==> src/rtl/gpio_bank_pkg.sv <==
package gpio_bank_pkg;
  localparam int DATA_W = 32;
  localparam int ADDR_W = 3;

  typedef enum logic [ADDR_W-1:0] {
    REG_OUT  = 3'd0,
    REG_DIR  = 3'd1,
    REG_IN   = 3'd2,
    REG_MODE = 3'd3,
    REG_POL  = 3'd4,
    REG_IEN  = 3'd5,
    REG_CLR  = 3'd6,
    REG_PEND = 3'd7
  } gpio_reg_e;
endpackage

==> src/rtl/gpio_sync.sv <==
// Two-flop synchroniser per pin, plus a one-cycle-delayed copy for edge compare.
module gpio_sync #(
  parameter int W = 32
) (
  input  logic         clk,
  input  logic         rst,
  input  logic [W-1:0] raw,
  output logic [W-1:0] cur,
  output logic [W-1:0] prev
);
  logic [W-1:0] meta_q;

  always_ff @(posedge clk) begin
    if (rst) begin
      meta_q <= '0;
      cur    <= '0;
      prev   <= '0;
    end else begin
      meta_q <= raw;
      cur    <= meta_q;
      prev   <= cur;
    end
  end
endmodule

==> src/rtl/gpio_pin_detect.sv <==
// One pin's event detector and sticky pending bit; a detection beats a clear.
module gpio_pin_detect (
  input  logic clk,
  input  logic rst,
  input  logic cur,
  input  logic prev,
  input  logic edge_mode,
  input  logic pol,
  input  logic clr,
  output logic pend
);
  logic hit;

  always_comb begin
    if (edge_mode) hit = (cur != prev) && (cur == pol);
    else           hit = (cur == pol);
  end

  always_ff @(posedge clk) begin
    if (rst) pend <= 1'b0;
    else     pend <= hit | (pend & ~clr);
  end
endmodule

==> src/rtl/gpio_irq_bank.sv <==
module gpio_irq_bank
  import gpio_bank_pkg::*;
#(
  parameter int NPINS = 32
) (
  input  logic              clk,
  input  logic              rst,
  input  logic              wr_en,
  input  logic              rd_en,
  input  logic [ADDR_W-1:0] addr,
  input  logic [DATA_W-1:0] wdata,
  output logic [DATA_W-1:0] rdata,
  input  logic [NPINS-1:0]  pin_in,
  output logic [NPINS-1:0]  pin_out,
  output logic [NPINS-1:0]  pin_oe,
  output logic              irq
);
  localparam int PAD_W = DATA_W - NPINS;

  gpio_reg_e reg_sel;
  assign reg_sel = gpio_reg_e'(addr);

  logic [NPINS-1:0] out_q, dir_q, mode_q, pol_q, ien_q;
  logic [NPINS-1:0] sync_cur, sync_prev, pend_q, clr_vec;

  // Only the low NPINS bits of wdata are stored; the rest are dropped here.
  always_ff @(posedge clk) begin
    if (rst) begin
      out_q  <= '0;
      dir_q  <= '0;
      mode_q <= '0;
      pol_q  <= '0;
      ien_q  <= '0;
    end else if (wr_en) begin
      case (reg_sel)
        REG_OUT:  out_q  <= wdata[NPINS-1:0];
        REG_DIR:  dir_q  <= wdata[NPINS-1:0];
        REG_MODE: mode_q <= wdata[NPINS-1:0];
        REG_POL:  pol_q  <= wdata[NPINS-1:0];
        REG_IEN:  ien_q  <= wdata[NPINS-1:0];
        default: ;
      endcase
    end
  end

  assign clr_vec = (wr_en && reg_sel == REG_CLR) ? wdata[NPINS-1:0] : '0;

  gpio_sync #(.W(NPINS)) u_sync (
    .clk  (clk),
    .rst  (rst),
    .raw  (pin_in),
    .cur  (sync_cur),
    .prev (sync_prev)
  );

  for (genvar i = 0; i < NPINS; i++) begin : g_pin
    gpio_pin_detect u_det (
      .clk       (clk),
      .rst       (rst),
      .cur       (sync_cur[i]),
      .prev      (sync_prev[i]),
      .edge_mode (mode_q[i]),
      .pol       (pol_q[i]),
      .clr       (clr_vec[i]),
      .pend      (pend_q[i])
    );
  end

  logic [NPINS-1:0] rd_sel;
  always_comb begin
    case (reg_sel)
      REG_OUT:  rd_sel = out_q;
      REG_DIR:  rd_sel = dir_q;
      REG_IN:   rd_sel = sync_cur;
      REG_MODE: rd_sel = mode_q;
      REG_POL:  rd_sel = pol_q;
      REG_IEN:  rd_sel = ien_q;
      REG_PEND: rd_sel = pend_q;
      default:  rd_sel = '0;
    endcase
  end

  logic [DATA_W-1:0] rd_word;
  if (PAD_W > 0) begin : g_pad
    assign rd_word = {{PAD_W{1'b0}}, rd_sel};
  end else begin : g_full
    assign rd_word = rd_sel;
  end

  always_ff @(posedge clk) begin
    if (rst) begin
      rdata <= '0;
      irq   <= 1'b0;
    end else begin
      if (rd_en) rdata <= rd_word;
      irq <= |(pend_q & ien_q);
    end
  end

  assign pin_out = out_q;
  assign pin_oe  = dir_q;
endmodule

==> config.mk <==
export PLATFORM = sky130hd
export DESIGN_NAME = gpio_irq_bank
export DESIGN_NICKNAME = d
export VERILOG_FILES = /design/src/rtl/gpio_bank_pkg.sv /design/src/rtl/gpio_sync.sv /design/src/rtl/gpio_pin_detect.sv /design/src/rtl/gpio_irq_bank.sv
export SDC_FILE = /design/constraint.sdc
export NUM_CORES = 1
export LEC_CHECK = 0
export CAP_MARGIN = 10
export CORE_ASPECT_RATIO = 1.1
export CORE_MARGIN = 1
export CORE_UTILIZATION = 50
export DETAILED_ROUTE_END_ITERATION = 16
export PLACE_DENSITY = 0.73
export SLEW_MARGIN = 30
export SYNTH_ARGS = -nofsm -noshare
export SYNTH_HDL_FRONTEND = slang
export SYNTH_SLANG_ARGS = --single-unit
==> constraint.sdc <==
create_clock -name clk -period 2.55 [get_ports clk]
set_input_delay 0.765 -clock clk [delete_from_list [all_inputs] [get_ports clk]]
set_output_delay 0.765 -clock clk [all_outputs]
set_load 0.03 [all_outputs]
==> results of run 1 <==
## sequential cells by signal (all words and copies together) (netlist names)
register,cells
ien_q,32
g_pin.u_det.pend,32
u_sync.prev,32
u_sync.cur,32
irq,1
pol_q,32
mode_q,32
u_sync.meta_q,32
rdata,32
pin_oe,32
pin_out,32
## cells in the mapped netlist
cell	number
sky130_fd_sc_hd__a221oi_2	20
sky130_fd_sc_hd__nand2b_1	14
sky130_fd_sc_hd__o32ai_1	11
sky130_fd_sc_hd__buf_4	4
sky130_fd_sc_hd__a221oi_1	20
sky130_fd_sc_hd__a22oi_1	36
sky130_fd_sc_hd__a22o_1	1
sky130_fd_sc_hd__nor3_2	1
sky130_fd_sc_hd__a222oi_1	20
sky130_fd_sc_hd__and2_1	3
sky130_fd_sc_hd__inv_1	12
sky130_fd_sc_hd__buf_2	45
sky130_fd_sc_hd__nor3_1	32
sky130_fd_sc_hd__and4b_1	1
sky130_fd_sc_hd__nand4_1	4
sky130_fd_sc_hd__nor2_1	4
sky130_fd_sc_hd__and3_1	2
sky130_fd_sc_hd__or2_2	1
sky130_fd_sc_hd__nand3b_1	1
sky130_fd_sc_hd__and2_4	1
sky130_fd_sc_hd__nand3_1	2
sky130_fd_sc_hd__nand2_1	464
sky130_fd_sc_hd__o21ai_1	7
sky130_fd_sc_hd__mux4_2	1
sky130_fd_sc_hd__clkbuf_1	58
sky130_fd_sc_hd__nor2b_1	129
sky130_fd_sc_hd__mux2i_1	12
sky130_fd_sc_hd__a31oi_1	32
sky130_fd_sc_hd__a21o_1	20
sky130_fd_sc_hd__mux2_2	32
sky130_fd_sc_hd__nor4_1	1
sky130_fd_sc_hd__dfxtp_1	321
sky130_fd_sc_hd__o21ai_0	5
sky130_fd_sc_hd__a211oi_1	11
sky130_fd_sc_hd__a21oi_1	203
sky130_fd_sc_hd__buf_1	1
sky130_fd_sc_hd__nor2b_2	1
sky130_fd_sc_hd__buf_6	3
sky130_fd_sc_hd__nor2_4	1
## where the power goes
part           total [mW]  internal [mW]  switching [mW]
Sequential           5.34           5.19           0.154
Clock                4.39           2.51            1.88
Combinational        1.05          0.442           0.606
Total                10.8           8.14            2.64
## worst min-delay path by stage
stage,from,end,slack (ps),cells after the start
floorplan,u_sync.meta_q[0],u_sync.cur[0],410,1
finish,u_sync.meta_q[29],u_sync.cur[29],430,1
CTS,u_sync.meta_q[17],u_sync.cur[17],440,1
detailed placement,u_sync.meta_q[17],u_sync.cur[17],420,1
global placement,u_sync.meta_q[16],u_sync.cur[16],420,1
global route,u_sync.meta_q[0],u_sync.cur[0],450,1
## layout make-up
class / count / share of cell area
clock buffer: 50 / 0.0585
clock inverter: 4 / 0.00139
inverter: 12 / 0.00278
multi-input combinational: 1093 / 0.372
sequential: 321 / 0.397
tap: 346 / 0.0268
timing repair buffer: 219 / 0.141
## per-layer routing
| layer | vias up | wire, µm | global-route usage |
|---|---|---|---|
| li1 | 5569 | - | - |
| met1 | 5631 | 15800 | 0.380 |
| met2 | 540 | 18800 | 0.498 |
| met3 | 105 | 3530 | 0.0464 |
| met4 | 2 | 1400 | 0.124 |
| met5 | - | 12 | 0 |
## kinds of logic (layout without fill, tap and decap cells)
logic type             after synthesis  in the layout  synth area share
multiplexers                        45             45            0.0387
buffers and inverters              123            285            0.0428
AND/OR/NAND/NOR                    662            662             0.227
flip-flops                         321            321             0.495
AO/OA/AOI/OAI                      386            386             0.197
==> summary by stage, run 1 <==
Cells and area
The area added between synthesis and finish is 24.6%. The multi-input logic area is 0.00602 mm². The finished cells cover 0.0162 mm².

The fraction of layout instances using a drive strength above 1 is 0.0942. The filler cells instantiated in the layout total 2119. The final layout contains 1749 nets. The final standard cell count with taps included and fillers excluded is 2045. The final standard cell utilization of the core is 0.637. The sequential cells in the finished layout cover a total of 0.00643 mm².

0 antenna diodes ended up in the layout. In the layout the commonest cells are sky130_fd_sc_hd__nand2_1 (464), sky130_fd_sc_hd__dfxtp_1 (321), sky130_fd_sc_hd__a21oi_1 (203), sky130_fd_sc_hd__clkdlybuf4s50_1 (163), sky130_fd_sc_hd__nor2b_1 (129). The commonest non-fill, non-tap cell in the layout is sky130_fd_sc_hd__nand2_1.

Min path
In this run the worst hold path is classified as flip-flop to flip-flop.

Timing
The number of pins with negative max-slew slack in the final report is 0. For the pin with the worst max-slew slack, the measured transition is 744 ps. Adding up every negative setup slack in the final design gives 0 ps.

The headroom to the max-slew limit is 0.500. Final hold analysis gives a worst-case slack of 433 ps. The final hold violation count is 0. Setup repair after global routing left no endpoint under its margin.

The share of the clock period used by the worst path is 0.967. The largest clock skew in the final design is 14.8 ps. In the post-route analysis, the smallest setup slack over all paths is 83.9 ps. The minimum period implied by the final worst setup slack is 2470 ps. The peak clock frequency supported by timing is 0.406 GHz. Setup violations remaining at the end of the flow were counted as 0.

Synthesis
The cell area after synthesis is 0.0130 mm². The post-synthesis register bit count is 321. Ranked by total cell area, the synthesized netlist is headed by sky130_fd_sc_hd__dfxtp_1 (49%), sky130_fd_sc_hd__nand2_1 (13%), sky130_fd_sc_hd__a21oi_1 (7.8%), sky130_fd_sc_hd__nor2b_1 (6.2%), sky130_fd_sc_hd__mux2_2 (2.8%). The total of warnings raised by yosys is 0. The part of the Yosys area used for sequential elements is 0.495. The share of synthesized area in the top cell type comes to 0.495. After technology mapping, the gate count stands at 1537. The net count after synthesis is 1608. The average cell area after synthesis is 8.45 µm². The netlist uses 39 different library cells.

The largest total area in the synthesized netlist belongs to sky130_fd_sc_hd__dfxtp_1.

Setup path
The type of element capturing the critical path is an output pin. Counting cells, the worst reg-to-reg path comes to 4. The largest delay contributor family on the critical path is buffers and inverters. In this run the critical register-to-register path is captured at irq. The arrival time of the worst setup path is 1700 ps. The worst setup path startpoint is pin_out[12]. In this run the worst path has a maximum fanout of 3. The number of gates on the worst path with buffers counted is 1.

For flop-to-flop paths, the worst setup slack is 820 ps. The classification of the worst setup path is flip-flop to output pin. The cell type of the slowest stage on the worst timing path is sky130_fd_sc_hd__clkdlybuf4s50_1.

The critical path's largest stage delay is 710 ps. The signal on the critical path passes through clkdlybuf4s50_1. The number of buffers and inverters on the critical path is 1. The capturing element of the worst setup path is pin_out[12].

STA classifies the critical path startpoint as a flip-flop. At the worst endpoint, the required time is 1790 ps. The startpoint identified for the worst register-to-register timing path is g_pin[21].u_det.pend.

Detailed routing
The count of nets left with antenna violations once routing finished came out at 0. Summed over all layers, the routed wires come to 39.6 mm. The first detailed-routing pass took 8 iterations. The final route contains 11847 vias. In this run, the number of DRC markers left after iteration 0 of detailed routing was 1167.

The remaining routing DRC violations is 0. In the routed layout, each cell is associated on average with a via count of 5.79. The routed wirelength normalized by instance count is 19.3 µm.

Die
The die outline height is 171 µm. During I/O placement, the number of pins put on the boundary was 168. The floorplan step defined a die boundary enclosing 0.0266 mm². In this run the horizontal extent of the chip is 156 µm. After floorplanning, the core was divided into 61 placement rows. The area of the placeable core is 0.0254 mm². The initial utilization of the core area, before any placement, comes to 0.511.

Clock network
The number of clock sinks is 321. The root buffer cell chosen for the clock tree is sky130_fd_sc_hd__clkbuf_16. The post-CTS setup-driven buffer insertion count is 0.

At the later pin of the worst-skew pair, clock insertion delay measures 560 ps. CTS built an H-tree with a depth of 1. The number of gates resized after CTS was 0.

TritonCTS built the clock tree. The CTS buffer count is 31. The hold-fix buffer count after cts is 0.

The clock slew seen by the registers of the worst setup and hold paths is 60 ps. The largest buffer count on any clock path is 3.

Placed design
After detailed placement, the total cell area comes to 0.0152 mm². Buffers placed on the I/O ports in this run total 167. Detailed placement ended at an HPWL of 26.2 mm. Once placement completed, the tool counted placed cells totaling 1991.

The congestion estimate from routability-driven global placement came to 0.918. Timing analysis after detailed placement gives a worst setup slack of 178 ps.

GRT
The number of global-route vias before repair is 11066. The first global-routing pass estimated 61.6 mm of wire. The initial antenna violation count is 1. The total grt overflow is 0. Across every metal layer, demand over resource in global routing totals 0.297. Entering global routing, the biggest net connects 102 pins.

Run status
The run finished with clean final reports.

Power
The worst supply voltage drop on vdd is 448 µV. Dividing total power by cell area gives a power density of 666 mW/mm². The leakage power is 5.69 nW. The final total power is 10.8 mW.

Flow run
Across the run, the number of max-cap violations was 0.
Note: power is estimated with default switching activity, not from simulation.
==> run 2, diff against run 1 <==
--- a/config.mk
+++ b/config.mk
@@ -7,10 +7,10 @@
 export LEC_CHECK = 0
 export CAP_MARGIN = 10
 export CORE_ASPECT_RATIO = 1.1
-export CORE_MARGIN = 1
-export CORE_UTILIZATION = 50
+export CORE_MARGIN = 4
+export CORE_UTILIZATION = 25
 export DETAILED_ROUTE_END_ITERATION = 16
-export PLACE_DENSITY = 0.73
+export PLACE_DENSITY_LB_ADDON = 0.12
 export SLEW_MARGIN = 30
 export SYNTH_ARGS = -nofsm -noshare
 export SYNTH_HDL_FRONTEND = slang
==> summary by stage, run 2 (synthesis gave the netlist of run 1 again) <==
Die
The die footprint was 0.0557 mm² (was 0.0266 mm²). The I/O pin count is 168 (unchanged). The effective utilization at floorplan is 0.253 (was 0.511). The die outline height is 247 µm (was 171 µm). The area of the placeable core is 0.0514 mm² (was 0.0254 mm²). The standard-cell row count is 87 (was 61). The die outline width is 225 µm (was 156 µm).

Setup path
The largest delay contributor family on the critical path is buffers and inverters (unchanged). The depth of the worst register-to-register path is 4 (unchanged). The number of gates on the worst path with buffers counted is 1 (unchanged). The endpoint of the most critical register-to-register path is irq (unchanged). The largest fanout on the critical path is 3 (unchanged). The number of buffers and inverters on the critical path is 1 (unchanged). The classification of the worst setup path is flip-flop to output pin (unchanged). The type of element capturing the critical path is an output pin (unchanged). The required time reported for the critical path endpoint was 1790 ps (about the same). Critical path cell sequence: clkdlybuf4s50_1 (unchanged).

The origin of the critical flop-to-flop path is g_pin[21].u_det.pend (unchanged). The cell type of the slowest stage on the worst timing path is sky130_fd_sc_hd__clkdlybuf4s50_1 (unchanged). The register-to-register setup slack is 1000 ps (was 820 ps).

The critical path's largest stage delay came to 730 ps (was 710 ps). The arrival time of the worst setup path was 1730 ps (was 1700 ps). The category of the worst setup path launch point is a flip-flop (unchanged).

Detailed routing
The detailed-route wire length is 49.9 mm (was 39.6 mm). The remaining routing DRC violations is 0 (unchanged). The routed wirelength normalized by instance count is 20.9 µm (was 19.3 µm). The first-iteration detailed-routing DRC count is 941 (was 1167). The number of nets with antenna violations after routing is 0 (unchanged). The total via count after detailed routing is 11543 (was 11847). The ratio of routed vias to standard cells is 4.85 (was 5.79).

The first-pass iteration count of the detailed router is 5 (was 8).

Power
The leakage power came to 5.84 nW (was 5.69 nW). The worst supply voltage drop on vdd came to 357 µV (was 448 µV). The total power density per cell area came to 700 mW/mm² (was 666 mW/mm²). The final total power came to 11.8 mW (was 10.8 mW).

Flow run
The number of maximum-capacitance violations is 0 (unchanged).

Clock network
The number of clock sinks is 321 (unchanged). The hold-fix buffer count after cts is 0 (unchanged). The largest buffer count on any clock path is 3 (unchanged). The CTS buffer count is 38 (was 31).

The clock tree from TritonCTS is yes (unchanged). The post-CTS setup-driven buffer insertion count was 0 (unchanged). The clock root buffer master is sky130_fd_sc_hd__clkbuf_16 (unchanged). The quantity of gates resized following cts is 0 (unchanged).

The worst-skew pair later-pin latency came to 550 ps (was 560 ps). The clock slew seen by the registers of the worst setup and hold paths was 60 ps (about the same). The level count of the clock H-tree is 2 (was 1).

Timing
The headroom to the max-slew limit is 0.675 (was 0.500). The sum of negative setup slack was 0 ps (unchanged). The number of pins with negative max-slew slack in the final report is 0 (unchanged). The worst-margin pin slew is 488 ps (was 744 ps). RSZ-0062 raised after global routing: false (unchanged). The peak clock frequency supported by timing is 0.401 GHz (was 0.406 GHz). The setup-violating endpoint count in the final report is 0 (unchanged). The largest clock skew in the final design is 14.5 ps (was 14.8 ps).

The share of the clock period used by the worst path is 0.978 (was 0.967). The final hold violation count was 0 (unchanged). The minimum period implied by the final worst setup slack was 2490 ps (was 2470 ps).

Run status
Result of the run: finished, final reports clean (unchanged).

GRT
The routing usage on met1 was 0.231 (was 0.380). The total grt overflow is 0 (unchanged). The largest net degree at the start of global routing is 83 (was 102). The busiest layer in global routing was met2 (unchanged). The global-route track usage on met3 is 0.0262 (was 0.0464).

The first-pass GRT wire length came to 73.5 mm (was 61.6 mm). The number of global-route vias before repair is 11337 (was 11066). The initial antenna violation count is 1 (unchanged). The global-route track usage on met2 was 0.295 (was 0.498). The total global-route track usage is 0.174 (was 0.297).

Cells and area
The area added between synthesis and finish is 30.0% (was 24.6%). The commonest non-fill, non-tap cell in the layout is sky130_fd_sc_hd__nand2_1 (unchanged). Most frequent cells in the layout: sky130_fd_sc_hd__nand2_1 (464), sky130_fd_sc_hd__dfxtp_1 (321), sky130_fd_sc_hd__a21oi_1 (203), sky130_fd_sc_hd__clkdlybuf4s50_1 (163), sky130_fd_sc_hd__nor2b_1 (129) (unchanged). The fraction of layout instances using a drive strength above 1 is 0.102 (was 0.0942).

The final-stage net count was 1762 (was 1749). The antenna diode count was 0 (unchanged).

Min path
The type of the worst min-delay path is flip-flop to flip-flop (unchanged). The hold-critical path depth was 1 (unchanged). The launch point of the worst hold path is u_sync.meta_q[23] (was u_sync.meta_q[29]).

The worst hold endpoint is u_sync.cur[23] (was u_sync.cur[29]).

Placed design
The detailed placement HPWL is 34.1 mm (was 26.2 mm). The total of buffers placed on input and output ports is 167 (unchanged). The placer's final routability congestion estimate came to 0.795 (was 0.918).
-- run 2: cell types whose count changed in the layout (fill, tap and decap cells not counted), sizes merged --
cell / delta
buf: +6
bufinv: +3
clkinv: +3
clkbuf: +2
inv: +1
-- run 2: where the power goes --
group          switching (mW)  total (mW)  internal, mW
Clock                    2.16        5.37          3.21
Sequential              0.164        5.35          5.19
Combinational           0.644        1.10         0.452
-- run 2: stage by stage --
step	hold slack (ps)	cells	util	setup slack [ps]	area, µm²
detailed placement	420	2318	0.305	86.4	15700
finish	433	2381	0.329	56.0	16900
floorplan	414	1537	-	501	13000
global placement	425	2318	0.305	93.9	15700
global route	444	2381	0.329	4.62	16900
CTS	434	2381	0.329	18.9	16900
-- run 2: per-layer routing --
layer | vias to the layer above | wire [µm] | part of all wire
met5 | - | 0 | 0
met4 | 0 | 1180 | 0.024
met3 | 59 | 2320 | 0.046
met2 | 290 | 23700 | 0.48
met1 | 5580 | 22700 | 0.45
li1 | 5614 | - | -
-- run 2: how the worst max path moves through the flow --
stage                    from    endpoint  slack (ps)
floorplan             addr[1]   rdata[11]         500
global placement      addr[1]   rdata[22]          90
detailed placement      wr_en  pin_oe[19]          90
CTS                 rdata[12]   rdata[12]          20
global route        rdata[12]   rdata[12]           5
finish              rdata[16]   rdata[16]          60
-- run 2: cell type report --
class	count	area (µm²)
Clock buffer	52	1060
Clock inverter	11	136
Fill cell	5418	34500
Inverter	12	45.0
Multi-Input combinational cell	1093	6020
Sequential cell	321	6430
Tap cell	667	835
Timing Repair Buffer	225	2360
